File: src/rtl/fm_wport_pkg.sv
package fm_wport_pkg;
  localparam int REG_AW = 9;
  localparam int REG_DW = 8;
  localparam logic [4:0] MODE_GRP = 5'h02;
  localparam logic [7:0] LFO_REG = 8'h22;
  localparam int LFO_EN_BIT = 3;
  localparam logic [7:0] DAC_DATA_REG = 8'h2A;
  localparam logic [7:0] DAC_EN_REG = 8'h2B;
  localparam int DAC_EN_BIT = 7;
  localparam logic [7:0] SEQ_FIRST = 8'h26;
  localparam logic [7:0] SEQ_LAST = 8'h20;

  typedef enum logic [1:0] {SEQ_ARM, SEQ_RUN, SEQ_DONE} seq_state_e;

  typedef struct packed {
    logic              we;
    logic [REG_AW-1:0] addr;
    logic [REG_DW-1:0] data;
  } wr_req_t;
endpackage

File: src/rtl/fm_wport_rst_seq.sv
module fm_wport_rst_seq
  import fm_wport_pkg::*;
#(
  parameter logic [7:0] FIRST = SEQ_FIRST,
  parameter logic [7:0] LAST  = SEQ_LAST
) (
  input  logic    clk_i,
  input  logic    rst_ni,
  output logic    busy_o,
  output logic    clr_o,
  output wr_req_t wr_o
);
  seq_state_e state_q;
  logic [7:0] idx_q;

  always_ff @(posedge clk_i or negedge rst_ni) begin
    if (!rst_ni) begin
      state_q <= SEQ_ARM;
      idx_q   <= FIRST;
    end else begin
      unique case (state_q)
        SEQ_ARM: state_q <= SEQ_RUN;
        SEQ_RUN: begin
          if (idx_q == LAST) state_q <= SEQ_DONE;
          else idx_q <= idx_q - 8'd1;
        end
        default: state_q <= SEQ_DONE;
      endcase
    end
  end

  assign busy_o  = (state_q != SEQ_DONE);
  assign clr_o   = (state_q == SEQ_ARM);
  assign wr_o.we = (state_q == SEQ_RUN);
  assign wr_o.addr = {1'b0, idx_q};
  assign wr_o.data = '0;
endmodule

File: src/rtl/fm_wport_addr_latch.sv
module fm_wport_addr_latch
  import fm_wport_pkg::*;
(
  input  logic              clk_i,
  input  logic              rst_ni,
  input  logic              clr_i,
  input  logic              load_i,
  input  logic              bank_i,
  input  logic [7:0]        addr_i,
  output logic [REG_AW-1:0] tgt_o
);
  logic       bank_q;
  logic [7:0] addr_q;

  always_ff @(posedge clk_i or negedge rst_ni) begin
    if (!rst_ni) begin
      bank_q <= 1'b0;
      addr_q <= '0;
    end else if (clr_i) begin
      bank_q <= 1'b0;
    end else if (load_i) begin
      bank_q <= bank_i;
      addr_q <= addr_i;
    end
  end

  assign tgt_o = {bank_q, addr_q};
endmodule

File: src/rtl/fm_wport_decode.sv
module fm_wport_decode
  import fm_wport_pkg::*;
(
  input  logic              clk_i,
  input  logic              rst_ni,
  input  logic              clr_i,
  input  wr_req_t           req_i,
  output logic              mode_we_o,
  output logic              chan_we_o,
  output logic              lfo_clr_o,
  output logic              dac_en_o,
  output logic [REG_DW-1:0] dac_data_o
);
  logic in_mode;
  logic hit_dac_data, hit_dac_en;

  // group select: address masked with 0x1F0
  assign in_mode   = (req_i.addr[REG_AW-1:4] == MODE_GRP);
  assign mode_we_o = req_i.we & in_mode;
  assign chan_we_o = req_i.we & ~in_mode;

  assign lfo_clr_o = mode_we_o & (req_i.addr[7:0] == LFO_REG) & ~req_i.data[LFO_EN_BIT];
  assign hit_dac_data = mode_we_o & (req_i.addr[7:0] == DAC_DATA_REG);
  assign hit_dac_en   = mode_we_o & (req_i.addr[7:0] == DAC_EN_REG);

  always_ff @(posedge clk_i or negedge rst_ni) begin
    if (!rst_ni) begin
      dac_en_o   <= 1'b0;
      dac_data_o <= '0;
    end else if (clr_i) begin
      dac_en_o   <= 1'b0;
      dac_data_o <= '0;
    end else begin
      if (hit_dac_en)   dac_en_o   <= req_i.data[DAC_EN_BIT];
      if (hit_dac_data) dac_data_o <= req_i.data;
    end
  end
endmodule

File: src/rtl/fm_host_wport.sv
module fm_host_wport
  import fm_wport_pkg::*;
#(
  parameter int HOST_W = 16
) (
  input  logic              clk_i,
  input  logic              rst_ni,
  input  logic              wr_en_i,
  input  logic [1:0]        port_i,
  input  logic [HOST_W-1:0] data_i,
  output logic              busy_o,
  output logic              reg_we_o,
  output logic [REG_AW-1:0] reg_addr_o,
  output logic [REG_DW-1:0] reg_data_o,
  output logic              mode_we_o,
  output logic              chan_we_o,
  output logic              lfo_clr_o,
  output logic              dac_en_o,
  output logic [REG_DW-1:0] dac_data_o
);
  logic              seq_busy, seq_clr, accept;
  logic [REG_DW-1:0] host_byte;
  logic [REG_AW-1:0] tgt;
  wr_req_t           seq_req, host_req, req;

  assign host_byte = data_i[REG_DW-1:0];
  assign accept    = wr_en_i & ~seq_busy;

  fm_wport_rst_seq u_seq (
    .clk_i (clk_i),
    .rst_ni(rst_ni),
    .busy_o(seq_busy),
    .clr_o (seq_clr),
    .wr_o  (seq_req)
  );

  fm_wport_addr_latch u_latch (
    .clk_i (clk_i),
    .rst_ni(rst_ni),
    .clr_i (seq_clr),
    .load_i(accept & ~port_i[0]),
    .bank_i(port_i[1]),
    .addr_i(host_byte),
    .tgt_o (tgt)
  );

  assign host_req.we   = accept & port_i[0];
  assign host_req.addr = tgt;
  assign host_req.data = host_byte;
  assign req = seq_busy ? seq_req : host_req;

  fm_wport_decode u_dec (
    .clk_i     (clk_i),
    .rst_ni    (rst_ni),
    .clr_i     (seq_clr),
    .req_i     (req),
    .mode_we_o (mode_we_o),
    .chan_we_o (chan_we_o),
    .lfo_clr_o (lfo_clr_o),
    .dac_en_o  (dac_en_o),
    .dac_data_o(dac_data_o)
  );

  assign busy_o     = seq_busy;
  assign reg_we_o   = req.we;
  assign reg_addr_o = req.addr;
  assign reg_data_o = req.data;
endmodule

File: config.mk
export PLATFORM = sky130hd
export DESIGN_NAME = fm_host_wport
export DESIGN_NICKNAME = d
export VERILOG_FILES = /design/src/rtl/fm_wport_pkg.sv /design/src/rtl/fm_wport_rst_seq.sv /design/src/rtl/fm_wport_addr_latch.sv /design/src/rtl/fm_wport_decode.sv /design/src/rtl/fm_host_wport.sv
export SDC_FILE = /design/constraint.sdc
export NUM_CORES = 1
export LEC_CHECK = 0
export BUFFER_PORTS_ARGS = -buffer_cell sky130_fd_sc_hd__buf_2
export CAP_MARGIN = 10
export CORE_MARGIN = 2
export CORE_UTILIZATION = 45
export CTS_CLUSTER_SIZE = 12
export DETAILED_ROUTE_END_ITERATION = 12
export PLACE_DENSITY = 0.74
export SYNTH_ARGS = -nofsm -noshare
export SYNTH_HDL_FRONTEND = slang
export SYNTH_HIERARCHICAL = 1
export SYNTH_SLANG_ARGS = --single-unit
File: constraint.sdc
create_clock -name clk_i -period 2.35 [get_ports clk_i]
set_clock_uncertainty 0.15 [all_clocks]
set_input_delay 0.1175 -clock clk_i [delete_from_list [all_inputs] [get_ports clk_i]]
set_output_delay 0.1175 -clock clk_i [all_outputs]
set_load 0.01 [all_outputs]
Word-level counts from Yosys, hierarchy flattened
Cells that the tools add are included.
- add/subtract/negate cells: 1
- multipliers: 0
- div/mod/pow operators: 0
- $lt $le $gt $ge: 0
- eq/ne operators: 8
- shift-type cells: 0
- mux-type cells: 9
- bitwise gates (word level): 15
- reductions and logical operators: 6
- operators with widths (cell ; number):
    equality test 8 x 6 -> 1 bit (second input constant) ; 4
    two-way mux 18 bit ; 1
    two-way mux 8 bit ; 2
    AND 1 bit ; 9
    subtractor 8 x 1 -> 8 bit (second input constant) ; 1
    inverter 1 bit ; 6
    nonzero test 2 bit ; 3
    equality test 5 x 2 -> 1 bit (second input constant) ; 1
    two-way mux 1 bit ; 4
    one-hot mux 2 bit (2 select lines) ; 1
    AND reduction 2 bit ; 2
    equality test 2 x 1 -> 1 bit (second input constant) ; 1
    zero test 2 bit ; 1
    two-way mux 2 bit ; 1
    != test 2 x 1 -> 1 bit (second input constant) ; 1
    != test 2 bit (second input constant) ; 1
- flip-flop bits (word level): 28
- latch bits: 0
- RAM bits: 0
- memory bits (read-only): 0
- logic and storage cells: 45
- memories: 0

Depth between registers and ports, before layout
Gate-level depths: netlist (run 1).
- depth after elaboration: 10
- depth in mapped cells: 8

By module
The synthesis (run 1) kept the hierarchy.
- modules (own cells, without submodules) (module ; times used ; cells an instance ; area an instance (sq um)):
    fm_wport_rst_seq ; 1 ; 55 ; 576.8
    fm_wport_decode ; 1 ; 46 ; 516.7
    fm_wport_addr_latch ; 1 ; 22 ; 391.6
    fm_host_wport ; 1 ; 23 ; 297.8

Least setup slack after synthesis (run 1)
No wires, ideal clock.
- path type: flip-flop to output port
- from: register u_seq.state_q[0]
- to: output lfo_clr_o
- arrival: 1953 ps
- required time: 2082 ps
- setup slack: 130 ps
- cell stages (with the launch flop): 7
- path through: dfrtp_1 -> nand2b_1 -> buf_6 -> o21ai_0 -> and4bb_2 -> nand2_1 -> nor4_1
- word-level cells in the longest chain between the ends: 8
- elaborated cells on any way between the ends: 12
- those cells by class: eq/ne: 4; mux: 1; bitwise: 7
- RTL lines (element ; line ; RTL):
    from (decl) ; fm_wport_rst_seq.sv:13 ; seq_state_e state_q;
    from (signal assigned) ; fm_wport_rst_seq.sv:18 ; state_q <= SEQ_ARM;
    from (signal assigned) ; fm_wport_rst_seq.sv:22 ; SEQ_ARM: state_q <= SEQ_RUN;
    from (signal assigned) ; fm_wport_rst_seq.sv:24 ; if (idx_q == LAST) state_q <= SEQ_DONE;
    != test 2 bit * ; fm_wport_rst_seq.sv:32 ; assign busy_o = (state_q != SEQ_DONE);
    named net busy_o ; fm_host_wport.sv:11 ; output logic busy_o,
    inverter 1 bit ; fm_host_wport.sv:27 ; assign accept = wr_en_i & ~seq_busy;
    AND 1 bit ; fm_host_wport.sv:27 ;
    AND 1 bit ; fm_host_wport.sv:47 ; assign host_req.we = accept & port_i[0];
    two-way mux 18 bit * ; fm_host_wport.sv:50 ; assign req = seq_busy ? seq_req : host_req;
    named net reg_we_o ; fm_host_wport.sv:12 ; output logic reg_we_o,
    AND 1 bit * ; fm_wport_decode.sv:19 ; assign mode_we_o = req_i.we & in_mode;
    AND 1 bit * (2 in a row) ; fm_wport_decode.sv:22 ; assign lfo_clr_o = mode_we_o & (req_i.addr[7:0] == LFO_REG) & ~req_i.data[LFO_EN_BIT];
    to (decl) ; fm_host_wport.sv:17 ; output logic lfo_clr_o,
Mark *: on every way through the listed nets, which the timed path passes. The rest lies on a longest branch.

Final worst setup path (run 1)
- from: register u_seq.state_q[0]
- to: output mode_we_o
- word-level cells in the longest chain between the ends: 6
- elaborated cells on any way between the ends: 8
- those cells by class: eq/ne: 3; mux: 1; bitwise: 4
- RTL lines (element ; line ; RTL):
    != test 2 bit ; fm_wport_rst_seq.sv:32 ;
    inverter 1 bit ; fm_host_wport.sv:27 ;
    AND 1 bit ; fm_host_wport.sv:27 ;
    AND 1 bit ; fm_host_wport.sv:47 ;
    two-way mux 18 bit * ; fm_host_wport.sv:50 ;
    AND 1 bit * ; fm_wport_decode.sv:19 ;
    to (decl) ; fm_host_wport.sv:15 ; output logic mode_we_o,
Mark *: on every way between the ends. The rest lies on a longest branch, timed or not.

==> results of run 1 <==
flip-flops by register name, indices dropped and copies added, names as in the netlist:
| name | cells |
|---|---|
| u_dec/dac_data_o | 8 |
| u_dec/dac_en_o | 1 |
| u_latch/addr_q | 8 |
| u_latch/bank_q | 1 |
| u_seq/idx_q | 8 |
| u_seq/state_q | 2 |
Yosys cell counts, drive strengths merged, types with 2 or more instances:
cell	n	share of area (%)
and2	2	0.70
nor2b	3	1.5
a21o	2	0.91
nor4b	2	2.2
nor3	3	1.4
buf	14	6.7
o21ai	2	0.56
nor3b	2	1.5
xnor2	5	2.5
dfstp	3	4.4
nand2	7	1.6
mux2i	10	5.6
or3	2	0.98
inv	5	1.1
a21oi	3	1.1
nand2b	19	7.1
dfrtp	25	35
nor2	4	0.84
mux2	25	21
cell usage in the layout (no fill, tap or decap), types with 3 or more instances in the layout:
cell,count
dfrtp_1,25
buf_2,43
inv_1,5
xnor2_1,5
dlygate4sd3_1,10
nand2_1,6
nor2_1,4
nand2b_1,17
mux2_4,25
clkbuf_8,3
buf_4,10
conb_1,9
mux2i_1,10
dfstp_2,3
power by group through the flow:
stage	Sequential (W)	Combinational [W]	Clock, W
final	0.000490	0.0000773	0.000379
after global routing	0.000491	0.0000857	0.000408
after CTS	0.000490	0.0000770	0.000388
after detailed placement	0.000500	0.0000640	0
after global placement	0.000499	0.0000630	0
after floorplan	0.000498	0.0000431	0
cells by family (layout without fill, tap and decap cells):
| kind of cell | count (synthesis) | in the layout | synth area share (%) |
|---|---|---|---|
| fa+ha+maj | 1 | 1 | 0.702 |
| xor+xnor | 5 | 5 | 2.46 |
| compound gates | 7 | 7 | 2.53 |
| simple gates | 49 | 49 | 19.9 |
| mux | 35 | 35 | 26.7 |
| other cells | 1 | 9 | 0.210 |
| buf+inv | 20 | 73 | 8.00 |
| flops | 28 | 28 | 39.5 |
metal layers:
layer / GRT usage, % / vias up / wire length (um)
li1: - / 597 / -
met1: 24.1 / 555 / 1640
met2: 26.4 / 29 / 1540
met3: 1.52 / 2 / 118
met4: 5.36 / 0 / 34
met5: 0 / - / 0
metrics by stage:
step,setup WS [ns],util (%)
after global routing,-0.157,60.2
after detailed placement,0.145,53.8
after floorplan,0.130,-
after CTS,-0.0544,59.7
after global placement,0.152,53.8
final,-0.0577,60.2
repair_timing:
item	CTS	global route
pin swaps	1	2
endpoints found under the hold margin	34	0
buffers inserted	5	1
gates resized for setup	2	2
hold buffers	10	0
endpoints found under the setup margin	3	3
worst paths after layout:
| kind | to | slack (ns) | depth (start not counted) |
|---|---|---|---|
| min in group asynchronous | u_seq/idx_q[6] | 0.24 | 2 |
| hold / removal | u_latch/bank_q | 0.07 | 4 |
| setup reg to reg | u_dec/dac_data_o[1] | 0.19 | 7 |
| max in group asynchronous | u_seq/idx_q[0] | 1.40 | 2 |
| hold reg to reg | u_seq/idx_q[5] | 0.37 | 1 |
| setup / recovery | mode_we_o | -0.06 | 7 |
worst max-delay path: stages (launching register included):
cell,delay [ns]
dfrtp_1,0.39
nand2b_4,0.16
buf_12,0.13
mux2_4,0.31
nor4b_4,0.42
nor2b_4,0.22
and2_1,0.12
buf_2,0.12
area by class of cell:
type | count | area share [%]
timing repair buffer | 64 | 18.2
clock buffer | 3 | 1.83
sequential | 28 | 31.3
inverter | 5 | 0.833
clock inverter | 1 | 1.33
multi-input combinational | 106 | 43.8
tap | 48 | 2.67
==> results.toml, run 1 <==
[outcome]
status = "complete, but fails checks"
failed_checks = "setup timing"

[timing]
whs_ns = 0.0662
min_period_over_period_pct = 102
finalSetupViolations = 2
hold_viol = 0
fin_ws_ns = -0.0577
worst_slew_pin_slew_ns = 0.629
max_clock_freq_mhz = 415
timing.slew.headroom_pct = 58.0
rsz0062_at_grt = "true"
post-route-min-period_ns = 2.41
tns_ns = -0.0712
slew_viol_final = 0

[die]
die-area_um2 = 4480
num_rows = 22
die_h_um = 66.9
pin_count = 52
coreArea_um2 = 3740
start_util_pct = 47.6
die_width_um = 66.9

[grt]
antenna_found_initial = 0
grt_pass1_vias = 1208
grt_pass1_wl_um = 5660
grt-ovfl-total = 0
grt_start_max_net_pins = 29
gr-usage-all-layers_pct = 16.7

[clock_tree]
insertion_delay_ns = 0.27
cts_buffers = 3
h-tree-depth = 1
cts_root_buf = "clkbuf_8"
cts_tree = "yes"
clock-sinks = 28
clk_pin_slew_ns = 0.09
cts_buffer_depth = 2

[cells_and_area]
syn_to_final_growth_pct = 26.3
final_cell_count_no_fill = 255
nFillCells = 329
num_antenna_cells = 0
final-seq-area_um2 = 704
drive_above_1_share_pct = 48.8
multi_input_area_um2 = 987
fin_area_um2 = 2250
final_nets = 230

[logic_synthesis]
ys_warn_count = 6
syn_inst = 146
async_flop_share_pct = 100
yosysUniqueCellTypes = 37
synth.avg_cell_area_um2 = 12.2
syn_area_um2 = 1780
synth_seq_cells = 28
synth_ff_type = "dfrtp_1"
synth_seq_area_share_pct = 39.5
synth_edf_count = 0

[routing]
first_pass_iters = 4
drt_iter0_markers = 41
drc_errors = 0
vias = 1183
vias_per_cell = 4.64
wirelength_um = 3330
wl_per_cell_um = 13.1
antenna_left = 0

[setup_path]
crit_start = "u_seq/state_q[0]"
critPathLaunchType = "flop"
cp.arrival_ns = 2.14
r2r_start = "u_seq/state_q[0]"
critical_path.max_fanout = 6
setup.worst_path.class = "reg2out"
worstPathRequired_ns = 2.08
cp-end-kind = "primary output"

[pwr]
power.leakage_nw = 1.23
seq_power_share_pct = 51.8
sw_frac_of_total_pct = 19.9
power.density_nw_per_um2 = 420
combPwrFrac_pct = 8.2
peakVddDrop_uv = 222
switchingPower_w = 0.000188
total_power_w = 0.000947
internal_power_w = 0.000758
pwr-share-clk_pct = 40.0

[min_path]
min-delay-start = "port_i[0]"
hold_path.class = "in2reg"

[place]
post-place-cells = 235
gp_congestion = 0.749
dpl_cell_area_um2 = 2010
port_buffers = 43
dp_hpwl_um = 2380

[run]
cap_viol_max_count = 0
(Power assumes the default switching activity.)
==> run 2: changes to the inputs <==
CTS_CLUSTER_SIZE = 8   (was 12)
HOLD_SLACK_MARGIN = 0.08   (was not set)
SLEW_MARGIN = 20   (was not set)
==> run 2 against run 1 <==
The run still ends with setup timing left. Setup slack better by 0.013 ns. Fmax up 0.53%. Global-route usage up 0.21 points. Wire length up 0.48%. Critical path depth unchanged. Register-to-register slack better by 0.02 ns.
==> results.toml, run 2 (synthesis gave the netlist of run 1 again) <==
[min_path]
hold_path.class = "in2async"

[clock_tree]
clock-sinks = 28
cts_buffers = 3
cts_tree = "yes"
cts_root_buf = "clkbuf_8"
h-tree-depth = 1
insertion_delay_ns = 0.27
clk_pin_slew_ns = 0.10
cts_buffer_depth = 2

[setup_path]
rrSetupSlack_ns = 0.21
slowest_stage = "nor4b_4"
r2r_start = "u_seq/state_q[0]"
cp.arrival_ns = 2.13
critical_path.max_fanout = 6
setup.worst_path.class = "reg2out"
timing.rr.end = "u_dec/dac_data_o[4]"
critPathLaunchType = "flop"
slowest_delay_ns = 0.41
worstPathRequired_ns = 2.08
cp-end-kind = "primary output"
crit_chain = "nand2b_4 > buf_12 > mux2_4 > nor4b_4 > nor2b_4 > and2_1 > buf_2"
r2r_cells = 7

[place]
post-place-cells = 235
dpl_cell_area_um2 = 2010
port_buffers = 43
dp_hpwl_um = 2380
gp_congestion = 0.749

[cells_and_area]
drive_above_1_share_pct = 48.6
fin_area_um2 = 2260
most-common-layout-cells = "43 x buf_2, 25 x mux2_4, 25 x dfrtp_1, 17 x nand2b_1, 11 x dlygate4sd3_1"
syn_to_final_growth_pct = 26.9
top_regs = "u_dec/dac_data_o: 8 flops, u_latch/addr_q: 8 flops, u_seq/idx_q: 8 flops"
final_nets = 231
nFillCells = 329
num_antenna_cells = 0
final_cell_count_no_fill = 256
final_common_cell = "buf_2"

[die]
coreArea_um2 = 3740
die_width_um = 66.9
pin_count = 52
start_util_pct = 47.6
die_h_um = 66.9
die-area_um2 = 4480
num_rows = 22

[routing]
first_pass_iters = 4
drc_errors = 0
vias_per_cell = 4.65
wl_per_cell_um = 13.1
antenna_left = 0
wirelength_um = 3340
drt_iter0_markers = 42
vias = 1190

[timing]
min_period_over_period_pct = 102
slew_viol_final = 0
hold_viol = 0
max_clock_freq_mhz = 418
finalSetupViolations = 2
post-route-min-period_ns = 2.40
timing.slew.headroom_pct = 58.7
rsz0062_at_grt = "true"
worst_slew_pin_slew_ns = 0.620
tns_ns = -0.0464
fin_ws_ns = -0.0450

[grt]
grt_start_max_net_pins = 29
grt-ovfl-total = 0
gr-usage-all-layers_pct = 16.9
grt_pass1_vias = 1239
grt_util_met1_pct = 23.2
top_usage_layer = "met2"
grt_pass1_wl_um = 5730
use_met2_pct = 28.1
met3_usage_pct = 1.52
antenna_found_initial = 0

[outcome]
status = "complete, but fails checks"
failed_checks = "setup timing"

[pwr]
internal_power_w = 0.000758
combPwrFrac_pct = 8.1
peakVddDrop_uv = 221
switchingPower_w = 0.000189
sw_frac_of_total_pct = 19.9
power.density_nw_per_um2 = 419
pwr-share-clk_pct = 40.1
power.leakage_nw = 1.23
seq_power_share_pct = 51.8

[run]
cap_viol_max_count = 0
run 2: cell types whose count changed in the layout (fill, tap and decap cells not counted):
cell / delta
dlygate4sd3_1: +1
run 2: critical path, delay by kind of cell (launching register included):
family / cells / cell delay (ns)
buf+inv: 2 / 0.25
flops: 1 / 0.39
mux: 1 / 0.31
simple gates: 4 / 0.91
run 2: how the worst max path moves through the flow:
stage | start | end | depth (start not counted)
5_1_grt | u_seq/state_q[0] | mode_we_o | 7
3_3_place_gp | u_seq/state_q[1] | u_dec/dac_data_o[1] | 7
6_report | u_seq/state_q[0] | mode_we_o | 7
4_1_cts | u_seq/state_q[0] | mode_we_o | 7
3_5_place_dp | u_seq/state_q[1] | u_dec/dac_data_o[1] | 7
2_1_floorplan | u_seq/state_q[0] | lfo_clr_o | 6
run 2: per-stage QoR:
stage	utilization, %	worst slack (ns)	total power, W	hold slack, ns
floorplan	-	0.130	0.000541	-0.328
global placement	53.8	0.152	0.000562	0.0150
detailed placement	53.8	0.145	0.000564	0.0200
CTS	59.9	-0.0544	0.000956	0.244
global route	60.4	-0.157	0.000985	0.268
finish	60.4	-0.0450	0.000947	0.236
run 2: cell type report:
cell class	count	area [um2]	area share, %
flip-flops and latches	28	704	31.1
multi-input cells	106	987	43.6
clock inverters	1	30.0	1.33
well taps	48	60.1	2.65
repair buffers	65	420	18.6
inverters	5	18.8	0.830
clock buffers	3	41.3	1.83
run 2: metal layers:
metal / share of wire [%] / vias to the layer above
met5: 0 / -
met4: 1.0 / 0
met3: 3.5 / 2
met2: 47 / 29
met1: 48 / 560
li1: - / 599
run 2: what timing repair did:
action	CTS	global route
buffers inserted	5	1
gates resized for setup	2	2
pin swaps	1	2
endpoints found under the hold margin	34	0
endpoints found under the setup margin	3	3
hold buffers	11	0
run 2: power groups by stage:
| stage | clock network (W) | logic [W] | registers [W] |
|---|---|---|---|
| finish | 0.000379 | 0.0000771 | 0.000490 |
| global placement | 0 | 0.0000630 | 0.000499 |
| floorplan | 0 | 0.0000431 | 0.000498 |
| detailed placement | 0 | 0.0000640 | 0.000500 |
| CTS | 0.000388 | 0.0000770 | 0.000490 |
| global route | 0.000408 | 0.0000857 | 0.000491 |
==> run 3: changes to the inputs <==
clock period = 2.8 ns   (was 2.35 ns; I/O delays follow)
==> run 3 against run 2 <==
The run now ends clean. Cell area decreased by 3.8%. Wire length shrank 3.1%. Sequential share of layout area grew 1.2 points. Largest power group unchanged. Highest routed layer unchanged.
==> results.toml, run 3 (synthesis gave the netlist of run 1 again) <==
[place]
gp_congestion = 0.749
dpl_cell_area_um2 = 2000
dp_slack_ns = 0.408
dp_hpwl_um = 2480
port_buffers = 43

[die]
die_h_um = 66.9
start_util_pct = 47.6
pin_count = 52
die-area_um2 = 4480
num_rows = 22
coreArea_um2 = 3740
die_width_um = 66.9

[routing]
wl_per_cell_um = 13.0
antenna_left = 0
vias_per_cell = 4.86
first_pass_iters = 4
wirelength_um = 3240
drc_errors = 0
drt_iter0_markers = 37
vias = 1210

[cells_and_area]
most-common-layout-cells = "43 x buf_2, 25 x mux2_4, 25 x dfrtp_1, 17 x nand2b_1"
final_common_cell = "buf_2"
syn_to_final_growth_pct = 22.0
num_antenna_cells = 0
final_nets = 224
top_regs = "u_dec/dac_data_o: 8 flops, u_latch/addr_q: 8 flops, u_seq/idx_q: 8 flops"
fin_area_um2 = 2180
drive_above_1_share_pct = 46.3
post-route-util_pct = 58.1

[setup_path]
slowest_stage = "dfrtp_1"
crit_family = "simple AND/OR/NAND/NOR gates"
crit_chain = "nand2b_2 > buf_4 > mux2_4 > and4bb_2 > nand2_1 > nor4_1 > buf_2"
setup.worst_path.class = "reg2out"
critical_path.max_fanout = 9
critPathLaunchType = "flop"
slowest_delay_ns = 0.43
cp-end-kind = "primary output"
worstPathRequired_ns = 2.51
cp.arrival_ns = 2.24
cp_num_buf_inv = 2

[grt]
gr-usage-all-layers_pct = 16.1
grt_start_max_net_pins = 29
grt_pass1_wl_um = 5350
grt_pass1_vias = 1181
antenna_found_initial = 0
grt-ovfl-total = 0

[timing]
finalSetupViolations = 0
tns_ns = 0
rsz0062_at_grt = "false"
max_clock_freq_mhz = 396
hold_viol = 0
post-route-min-period_ns = 2.53
min_period_over_period_pct = 90.3
worst_slew_pin_slew_ns = 0.604
fin_ws_ns = 0.273
timing.slew.headroom_pct = 59.7
slew_viol_final = 0

[clock_tree]
clk_pin_slew_ns = 0.09
clock-sinks = 28
cts_tree = "yes"
h-tree-depth = 1
cts_root_buf = "clkbuf_8"
cts_buffers = 3
cts_buffer_depth = 2
insertion_delay_ns = 0.28

[pwr]
power.density_nw_per_um2 = 366
power.leakage_nw = 1.19
peakVddDrop_uv = 209

[min_path]
hold_path.class = "in2reg"

[run]
cap_viol_max_count = 0

[outcome]
status = "complete, no violations"
run 3: worst reg2reg max path: stages (launching register included):
cell,delay (ns)
dfrtp_1,0.43
nand2b_2,0.28
buf_4,0.22
mux2_4,0.31
and4bb_2,0.33
nand4b_1,0.11
buf_4,0.21
mux2i_1,0.13
run 3: through the flow:
step	total power [W]	hold WS, ns	instances
5_1_grt	0.000831	0.114	249
4_1_cts	0.000804	0.0817	249
2_1_floorplan	0.000454	-0.306	154
3_3_place_gp	0.000472	0.0409	235
3_5_place_dp	0.000473	0.0406	235
6_report	0.000796	0.0761	249
run 3: repair_timing:
| item | CTS | global route |
|---|---|---|
| endpoints found under the hold margin | 34 | 0 |
| resized for setup | 0 | 1 |
| hold buffers | 10 | 0 |
| endpoints found under the setup margin | 0 | 1 |
| buffers inserted | 0 | 0 |
run 3: cell type report:
cell class,count,area (um2)
Tap cell,48,60.1
Multi-Input combinational cell,106,968
Inverter,5,18.8
Fill cell,343,1570
Sequential cell,28,704
Clock inverter,1,30.0
Clock buffer,3,41.3
Timing Repair Buffer,58,353
run 3: metal layers:
layer  global-route usage [%]  up-vias  wire length, um
met5                        0        -                0
met4                     6.89        0               55
met3                     1.69        5              134
met2                     27.8       34             1530
met1                     20.5      583             1520
li1                         -      588                -
run 3: path summary, 6_finish.rpt:
kind,from,end,slack (ns),depth (start not counted)
worst max-delay path,u_seq/state_q[0],lfo_clr_o,0.27,7
worst min-delay path,port_i[0],u_latch/bank_q,0.08,4
worst max register to register,u_seq/state_q[0],u_dec/dac_data_o[0],0.52,7
worst min register to register,u_seq/state_q[1],u_seq/state_q[0],0.37,1
max in group asynchronous,rst_ni,u_dec/dac_data_o[0],1.87,2
min in group asynchronous,rst_ni,u_seq/idx_q[4],0.24,2
run 3: where the power goes:
group,switching (W),internal (W)
logic,0.0000270,0.0000362
clock network,0.000130,0.000192
registers,0.00000267,0.000409
total,0.000159,0.000637
